==> src/rtl/rf32_pkg.sv <==
package rf32_pkg;
  typedef enum logic [1:0] {
    PM_PLAIN   = 2'd0,
    PM_POSTINC = 2'd1,
    PM_PREDEC  = 2'd2,
    PM_DISP    = 2'd3
  } ptr_mode_e;
endpackage

==> src/rtl/rf32_ptr_unit.sv <==
module rf32_ptr_unit #(
  parameter int AW    = 16,
  parameter int DISPW = 6
) (
  input  logic [AW-1:0]    ptr_val,
  input  logic [1:0]       mode,
  input  logic [DISPW-1:0] disp,
  output logic [AW-1:0]    eff,
  output logic             wb_req,
  output logic [AW-1:0]    wb_val
);
  import rf32_pkg::*;
  ptr_mode_e m;
  always_comb begin
    m      = ptr_mode_e'(mode);
    eff    = ptr_val;
    wb_req = 1'b0;
    wb_val = ptr_val;
    unique case (m)
      PM_PLAIN: ;
      PM_POSTINC: begin
        wb_req = 1'b1;
        wb_val = ptr_val + AW'(1);
      end
      PM_PREDEC: begin
        wb_req = 1'b1;
        wb_val = ptr_val - AW'(1);
        eff    = wb_val;
      end
      PM_DISP: eff = ptr_val + AW'(disp);
      default: ;
    endcase
  end
endmodule

==> src/rtl/rf32_window_decode.sv <==
module rf32_window_decode #(
  parameter int AW   = 16,
  parameter int IDXW = 5
) (
  input  logic            req,
  input  logic [AW-1:0]   addr,
  output logic            hit,
  output logic [IDXW-1:0] idx
);
  always_comb begin
    hit = req && (addr[AW-1:IDXW] == '0);
    idx = addr[IDXW-1:0];
  end
endmodule

==> src/rtl/rf32_write_select.sv <==
module rf32_write_select #(
  parameter int DW   = 8,
  parameter int IDXW = 5,
  parameter int CELL = 0
) (
  input  logic            main_en,
  input  logic            main_wide,
  input  logic [IDXW-1:0] main_idx,
  input  logic [2*DW-1:0] main_data,
  input  logic            st_en,
  input  logic [IDXW-1:0] st_idx,
  input  logic [DW-1:0]   st_data,
  input  logic            wb_en,
  input  logic [IDXW-1:0] wb_lo_idx,
  input  logic [2*DW-1:0] wb_data,
  output logic            cell_we,
  output logic [DW-1:0]   cell_d
);
  localparam logic [IDXW-1:0] MY_IDX = IDXW'(CELL);
  localparam bit              IS_ODD = (CELL % 2) == 1;

  logic main_hit, st_hit, wb_hit;
  always_comb begin
    main_hit = main_en && (main_wide ? (main_idx[IDXW-1:1] == MY_IDX[IDXW-1:1])
                                     : (main_idx == MY_IDX));
    st_hit   = st_en && (st_idx == MY_IDX);
    wb_hit   = wb_en && (wb_lo_idx[IDXW-1:1] == MY_IDX[IDXW-1:1]);
    cell_we  = main_hit || st_hit || wb_hit;
    if (wb_hit)
      cell_d = IS_ODD ? wb_data[2*DW-1:DW] : wb_data[DW-1:0];
    else if (st_hit)
      cell_d = st_data;
    else if (main_wide && IS_ODD)
      cell_d = main_data[2*DW-1:DW];
    else
      cell_d = main_data[DW-1:0];
  end
endmodule

==> src/rtl/rf32_ptr_file.sv <==
module rf32_ptr_file #(
  parameter int NREGS    = 32,
  parameter int DW       = 8,
  parameter int AW       = 16,
  parameter int DISPW    = 6,
  parameter int PTR_BASE = 26
) (
  input  logic                      clk,
  input  logic                      rst_n,
  input  logic [$clog2(NREGS)-1:0]  rd_a_idx,
  output logic [DW-1:0]             rd_a_data,
  output logic [2*DW-1:0]           rd_a_wide,
  input  logic [$clog2(NREGS)-1:0]  rd_b_idx,
  output logic [DW-1:0]             rd_b_data,
  input  logic                      wr_en,
  input  logic                      wr_wide,
  input  logic [$clog2(NREGS)-1:0]  wr_idx,
  input  logic [2*DW-1:0]           wr_data,
  output logic                      wr_err,
  input  logic                      ptr_req,
  input  logic [1:0]                ptr_sel,
  input  logic [1:0]                ptr_mode,
  input  logic [DISPW-1:0]          ptr_disp,
  input  logic                      ptr_store,
  input  logic [DW-1:0]             ptr_wdata,
  output logic [AW-1:0]             eff_addr,
  output logic                      win_hit,
  output logic [DW-1:0]             win_rdata
);
  localparam int IDXW = $clog2(NREGS);

  logic [NREGS-1:0][DW-1:0] rf_q;
  logic [NREGS-1:0][DW-1:0] cell_d;
  logic [NREGS-1:0]         cell_we;

  // read side
  logic [IDXW-1:0] a_even, a_odd;
  always_comb begin
    a_even    = {rd_a_idx[IDXW-1:1], 1'b0};
    a_odd     = {rd_a_idx[IDXW-1:1], 1'b1};
    rd_a_data = rf_q[rd_a_idx];
    rd_b_data = rf_q[rd_b_idx];
    rd_a_wide = {rf_q[a_odd], rf_q[a_even]};
  end

  // main write qualification
  logic main_ok;
  always_comb begin
    wr_err  = wr_en && wr_wide && wr_idx[0];
    main_ok = wr_en && !wr_err;
  end

  // pointer selection
  logic [IDXW-1:0] ptr_lo, ptr_hi;
  logic [AW-1:0]   ptr_val;
  logic [1:0]      sel_eff;
  always_comb begin
    sel_eff = (ptr_sel == 2'd3) ? 2'd2 : ptr_sel;
    ptr_lo  = IDXW'(PTR_BASE) + IDXW'({sel_eff, 1'b0});
    ptr_hi  = ptr_lo | IDXW'(1);
    ptr_val = AW'({rf_q[ptr_hi], rf_q[ptr_lo]});
  end

  logic          unit_wb;
  logic [AW-1:0] unit_wb_val;
  rf32_ptr_unit #(.AW(AW), .DISPW(DISPW)) ptr_u (
    .ptr_val (ptr_val),
    .mode    (ptr_mode),
    .disp    (ptr_disp),
    .eff     (eff_addr),
    .wb_req  (unit_wb),
    .wb_val  (unit_wb_val)
  );

  logic [IDXW-1:0] win_idx;
  rf32_window_decode #(.AW(AW), .IDXW(IDXW)) win_u (
    .req  (ptr_req),
    .addr (eff_addr),
    .hit  (win_hit),
    .idx  (win_idx)
  );

  logic          st_en, wb_en;
  logic [2*DW-1:0] wb_pair;
  always_comb begin
    win_rdata = win_hit ? rf_q[win_idx] : '0;
    st_en     = win_hit && ptr_store;
    wb_en     = ptr_req && unit_wb;
    wb_pair   = unit_wb_val[2*DW-1:0];
  end

  for (genvar i = 0; i < NREGS; i++) begin : g_cell
    rf32_write_select #(.DW(DW), .IDXW(IDXW), .CELL(i)) sel_u (
      .main_en   (main_ok),
      .main_wide (wr_wide),
      .main_idx  (wr_idx),
      .main_data (wr_data),
      .st_en     (st_en),
      .st_idx    (win_idx),
      .st_data   (ptr_wdata),
      .wb_en     (wb_en),
      .wb_lo_idx (ptr_lo),
      .wb_data   (wb_pair),
      .cell_we   (cell_we[i]),
      .cell_d    (cell_d[i])
    );
  end

  always_ff @(posedge clk or negedge rst_n) begin
    if (!rst_n) begin
      rf_q <= '0;
    end else begin
      for (int i = 0; i < NREGS; i++)
        if (cell_we[i]) rf_q[i] <= cell_d[i];
    end
  end
endmodule

==> config.mk <==
export PLATFORM = sky130hd
export DESIGN_NAME = rf32_ptr_file
export DESIGN_NICKNAME = d
export VERILOG_FILES = /design/src/rtl/rf32_pkg.sv /design/src/rtl/rf32_ptr_unit.sv /design/src/rtl/rf32_window_decode.sv /design/src/rtl/rf32_write_select.sv /design/src/rtl/rf32_ptr_file.sv
export SDC_FILE = /design/constraint.sdc
export NUM_CORES = 1
export LEC_CHECK = 0
export BUFFER_PORTS_ARGS = -buffer_cell sky130_fd_sc_hd__clkbuf_2
export CORE_ASPECT_RATIO = 1.75
export CORE_UTILIZATION = 50
export DETAILED_ROUTE_END_ITERATION = 7
export PLACE_DENSITY = 0.7
export SKIP_CTS_REPAIR_TIMING = 1
export SYNTH_ARGS = -nofsm -noshare
export SYNTH_HDL_FRONTEND = slang
export SYNTH_SLANG_ARGS = --single-unit
==> constraint.sdc <==
create_clock -name clk -period 4.5 [get_ports clk]
set_input_delay 0 -clock clk [delete_from_list [all_inputs] [get_ports clk]]
set_output_delay 0 -clock clk [all_outputs]
set_load 0.005 [all_outputs]
==> results of run 1 <==
metal layers:
layer | GRT usage [%] | up-vias
met3 | 10.7 | 799
li1 | - | 9685
met5 | 0 | -
met1 | 45.3 | 11500
met2 | 73.6 | 2062
met4 | 52.6 | 2
area by class of cell:
cell class	instances	share of cell area (%)
multi-input combinational	1923	59.0
sequential	256	23.1
timing repair buffer	418	11.8
clock buffer	38	2.76
tap	583	2.63
inverter	28	0.405
clock inverter	10	0.392
worst max-delay path, stage by stage (launching register included):
cell and delay, ns:
dfrtp_1 0.38, mux2i_1 0.18, o21ai_2 0.10, buf_4 0.14, buf_4 0.16, or3_1 0.51, or4_1 0.66, a211oi_4 0.35
nand4bb_4 0.15, nor4_4 0.30, nand4_1 0.19, buf_6 0.17, buf_6 0.13, buf_6 0.13, nor4_4 0.33, buf_4 0.21
mux2_4 0.30
logic make-up after synthesis:
| family | count (synthesis) | synth area share [%] |
|---|---|---|
| multiplexers | 576 | 36.4 |
| XOR/XNOR | 13 | 0.485 |
| flip-flops | 256 | 27.3 |
| AND/OR/NAND/NOR | 838 | 17.2 |
| adder cells (fa/ha/maj) | 14 | 0.778 |
| AO/OA/AOI/OAI | 482 | 13.6 |
| buffers and inverters | 259 | 4.29 |
metrics by stage:
step | instances | cell area (µm²) | setup TNS, ns | total power [mW]
after global routing | 3256 | 27800 | -3.35 | 13.5
after floorplan | 2438 | 23500 | 0 | 7.50
after detailed placement | 3191 | 26400 | -14.14 | 10.3
final | 3256 | 27800 | -0.102 | 13.1
after CTS | 3239 | 27300 | -20.38 | 12.6
after global placement | 3191 | 26400 | -0.276 | 10.1
where the power goes:
part,switching (mW),internal (mW),total (mW)
sequential,0.894,2.91,3.81
clock,1.03,1.30,2.33
combinational,3.84,3.10,6.94
total,5.77,7.31,13.1
path summary, 6_finish.rpt:
check / startpoint / endpoint / slack (ns) / depth (start not counted)
min: ptr_store / rf_q[214] / 0.02 / 4
min reg2reg: rf_q[239] / rf_q[239] / 0.62 / 1
max in group asynchronous: rst_n / rf_q[57] / 3.19 / 3
max reg2reg: rf_q[224] / rf_q[80] / -0.02 / 16
min in group asynchronous: rst_n / rf_q[255] / 0.06 / 2
max: rf_q[224] / rf_q[80] / -0.02 / 16
cells in the final DEF, fill, tap and decap left out, drive strengths merged, types with 16 or more instances in the layout:
| cell type | synthesis | layout |
|---|---|---|
| nor4 | 25 | 25 |
| dfrtp | 256 | 256 |
| mux2 | 253 | 253 |
| nand3 | 91 | 91 |
| buf | 45 | 310 |
| a22o | 24 | 24 |
| inv | 23 | 26 |
| nand2 | 405 | 405 |
| o21ai | 151 | 151 |
| nand4 | 34 | 34 |
| mux4 | 191 | 191 |
| clkbuf | 186 | 143 |
| and3 | 56 | 56 |
| mux2i | 132 | 132 |
| a311o | 16 | 16 |
| a21oi | 108 | 108 |
| nor2 | 133 | 133 |
| a311oi | 49 | 49 |
| o311ai | 18 | 18 |
| nor3 | 33 | 33 |
==> impl_metrics.py, run 1 <==
metrics = {
    "clock_network": {
        "clk_path_buf_depth": 3,
        "root_buffer": "clkbuf_16",
        "clk_latency_ns": 0.58,
        "cts_tree": "done",
        "cts_buffers": 27,
        "cts.sinks": 256,
        "htreeDepth": 1,
        "path_clk_slew_ns": 0.06,
    },
    "power": {
        "max-vdd-ir-drop_uv": 292,
        "leakage_nw": 11.7,
        "power.density_mw_per_mm2": 471,
    },
    "global_route": {
        "grt_max_degree": 130,
        "grt_first_pass_wirelength_mm": 158,
        "overflow": 0,
        "antenna_found_initial": 2,
        "first_global_vias": 24000,
        "grt_use_total_pct": 45.3,
    },
    "sta": {
        "fmax_ghz": 0.221,
        "rsz0062_at_grt": "true",
        "hold_ws_ns": 0.0237,
        "finalCriticalPeriod_ns": 4.52,
        "layout_setup_ws_ns": -0.0218,
        "hold_violations": 0,
        "relSlewSlack_pct": 17.4,
        "setup-violations-final": 6,
        "tightestPinTransition_ns": 1.24,
        "drv_slew": 0,
        "fin_skew_ns": 0.0152,
        "fin_crit_sh_pct": 100,
    },
    "final_layout": {
        "syn2layout_area_growth_pct": 18.3,
        "regMostFlops": "rf_q",
        "multiInputGateArea_mm2": 0.0164,
        "n_fill_cell": 3920,
        "antennaDiodeCount": 0,
        "largest_register_ffs": 256,
        "drive_above_1_share_pct": 35.8,
        "fin_nets": 2723,
        "regArea_mm2": 0.00641,
        "biggestRegsByFlops": "rf_q (256)",
        "post-route-util_pct": 60.1,
    },
    "route": {
        "top_layer": "met5",
        "wl_mm": 109,
        "ant_nets": 0,
        "vias": 24100,
        "met2_length_mm": 50.1,
        "viasPerCell": 7.40,
        "wl_met1_mm": 32.4,
        "wl_met3_mm": 11.0,
        "wl_per_cell_um": 33.3,
        "drt_iter0_markers": 3009,
        "drt_first_pass_iters": 8,
        "drc": 8,
    },
    "synthesis": {
        "synthTopCellsByArea": "dfrtp_1 (27%), mux4_2 (18%), mux2_2 (9.8%)",
        "synth_area_leader_cell": "dfrtp_1",
        "ys_seq_area_share_pct": 27.3,
        "synth_edf_count": 0,
        "synthArstFlopShare_pct": 100,
        "yosysWarnings": 0,
        "ys.flop_type": "dfrtp_1",
        "synth.avg_cell_area_um2": 9.63,
        "syn_inst": 2438,
        "synth-seq-cells": 256,
        "yosysMostFrequentCell": "nand2_1",
        "netlist_area_mm2": 0.0235,
        "synthesis.nets": 2507,
        "netlist-cell-type-count": 77,
        "synthTopCellsByCount": "nand2_1 (405), dfrtp_1 (256), mux2_2 (205)",
        "netlist.area_leader.share_pct": 27.3,
    },
    "placement": {
        "pre_cts_ws_ns": -0.183,
        "post-dp-hpwl_mm": 78.1,
        "gp_congestion": 1.02,
        "io_buffers": 112,
    },
    "floorplan": {
        "die_w_um": 166,
        "die_h_um": 289,
        "rows": 104,
        "io_pins": 113,
        "dieArea_mm2": 0.0479,
        "start_util_pct": 50.8,
        "core-area_mm2": 0.0462,
    },
    "outcome": {
        "violations": "design-rule violations, negative setup slack",
        "status": "finished with violations",
    },
    "setup_path": {
        "crit_path_end_kind": "flop",
        "required_ns": 4.95,
        "worstSetupPathType": "reg -> reg",
        "crit_arrival_ns": 4.97,
        "start_kind": "flop",
        "crit_fanout": 10,
    },
    "flow_run": {
        "max_cap_violations": 0,
    },
    "worst_hold_path": {
        "hold_path.class": "in -> reg",
    },
}
Note: power is estimated with default switching activity, not from simulation.
==> run 2: changes to the inputs <==
--- a/config.mk
+++ b/config.mk
@@ -5,10 +5,12 @@
 export SDC_FILE = /design/constraint.sdc
 export NUM_CORES = 1
 export LEC_CHECK = 0
+export ABC_AREA = 1
 export BUFFER_PORTS_ARGS = -buffer_cell sky130_fd_sc_hd__clkbuf_2
 export CORE_ASPECT_RATIO = 1.75
 export CORE_UTILIZATION = 50
 export DETAILED_ROUTE_END_ITERATION = 7
+export HOLD_SLACK_MARGIN = 0.12
 export PLACE_DENSITY = 0.7
 export SKIP_CTS_REPAIR_TIMING = 1
 export SYNTH_ARGS = -nofsm -noshare
==> run 2 against run 1 <==
Effect of this change: the run now fails in 5_1_grt; area after synthesis up 4.9%; synthesized cell count up 65%.
==> impl_metrics.py, run 2 <==
metrics = {
    "global_route": {
        "grt_max_degree": 143,
        "first_global_vias": 31600,
        "grt_use_total_pct": 68.9,
        "overflow": 202,
        "grt_first_pass_wirelength_mm": 251,
    },
    "clock_network": {
        "cts.sinks": 256,
        "root_buffer": "clkbuf_16",
        "htreeDepth": 1,
        "cts_buffers": 28,
        "clk_path_buf_depth": 3,
    },
    "synthesis": {
        "yosysMostFrequentCell": "nand2_1",
        "netlist.area_leader.share_pct": 26.0,
        "ys.flop_type": "dfrtp_1",
        "syn_inst": 4025,
        "ys_seq_area_share_pct": 26.0,
        "synthesis.nets": 4094,
        "synth_area_leader_cell": "dfrtp_1",
        "synth-seq-cells": 256,
        "synthTopCellsByArea": "dfrtp_1 (26%), nand3_1 (16%), nand2_1 (13%)",
        "netlist-cell-type-count": 57,
        "synthArstFlopShare_pct": 100,
        "synth_edf_count": 0,
        "synth.avg_cell_area_um2": 6.12,
        "synthTopCellsByCount": "nand2_1 (851), nand3_1 (800), nor2_1 (516)",
        "netlist_area_mm2": 0.0246,
        "yosysWarnings": 0,
    },
    "outcome": {
        "status": "aborted with a tool error",
        "lastStage": "5_1_grt",
        "error": "[ERROR GRT-0116] Global routing finished with congestion. Check the congestion regions in the DRC Viewer.",
    },
    "floorplan": {
        "rows": 107,
        "start_util_pct": 50.7,
        "die_w_um": 170,
        "die_h_um": 296,
        "io_pins": 113,
    },
    "placement": {
        "gp_congestion": 1.22,
        "post-dp-hpwl_mm": 110,
        "place_inst": 4630,
        "pre_cts_ws_ns": 0.289,
        "dpl-instance-area_mm2": 0.0261,
        "io_buffers": 112,
    },
}
-- run 2: cells by family after synthesis --
family | share of synthesized area [%]
flops | 26.0
simple gates | 43.4
compound gates | 20.5
buf+inv | 8.85
mux | 0.528
xor+xnor | 0.0356
fa+ha+maj | 0.742
-- run 2: per-stage QoR --
stage	TNS, ns	hold WS, ns
detailed placement	0	0.0823
floorplan	0	-0.296
global placement	0	0.0796
CTS	-0.350	-0.543
-- run 2: per-layer routing --
metal	GRT overflow	global-route usage, %
met2	124	92.2
met3	3	38.4
met4	75	74.2
met5	0	1.68
met1	0	72.3
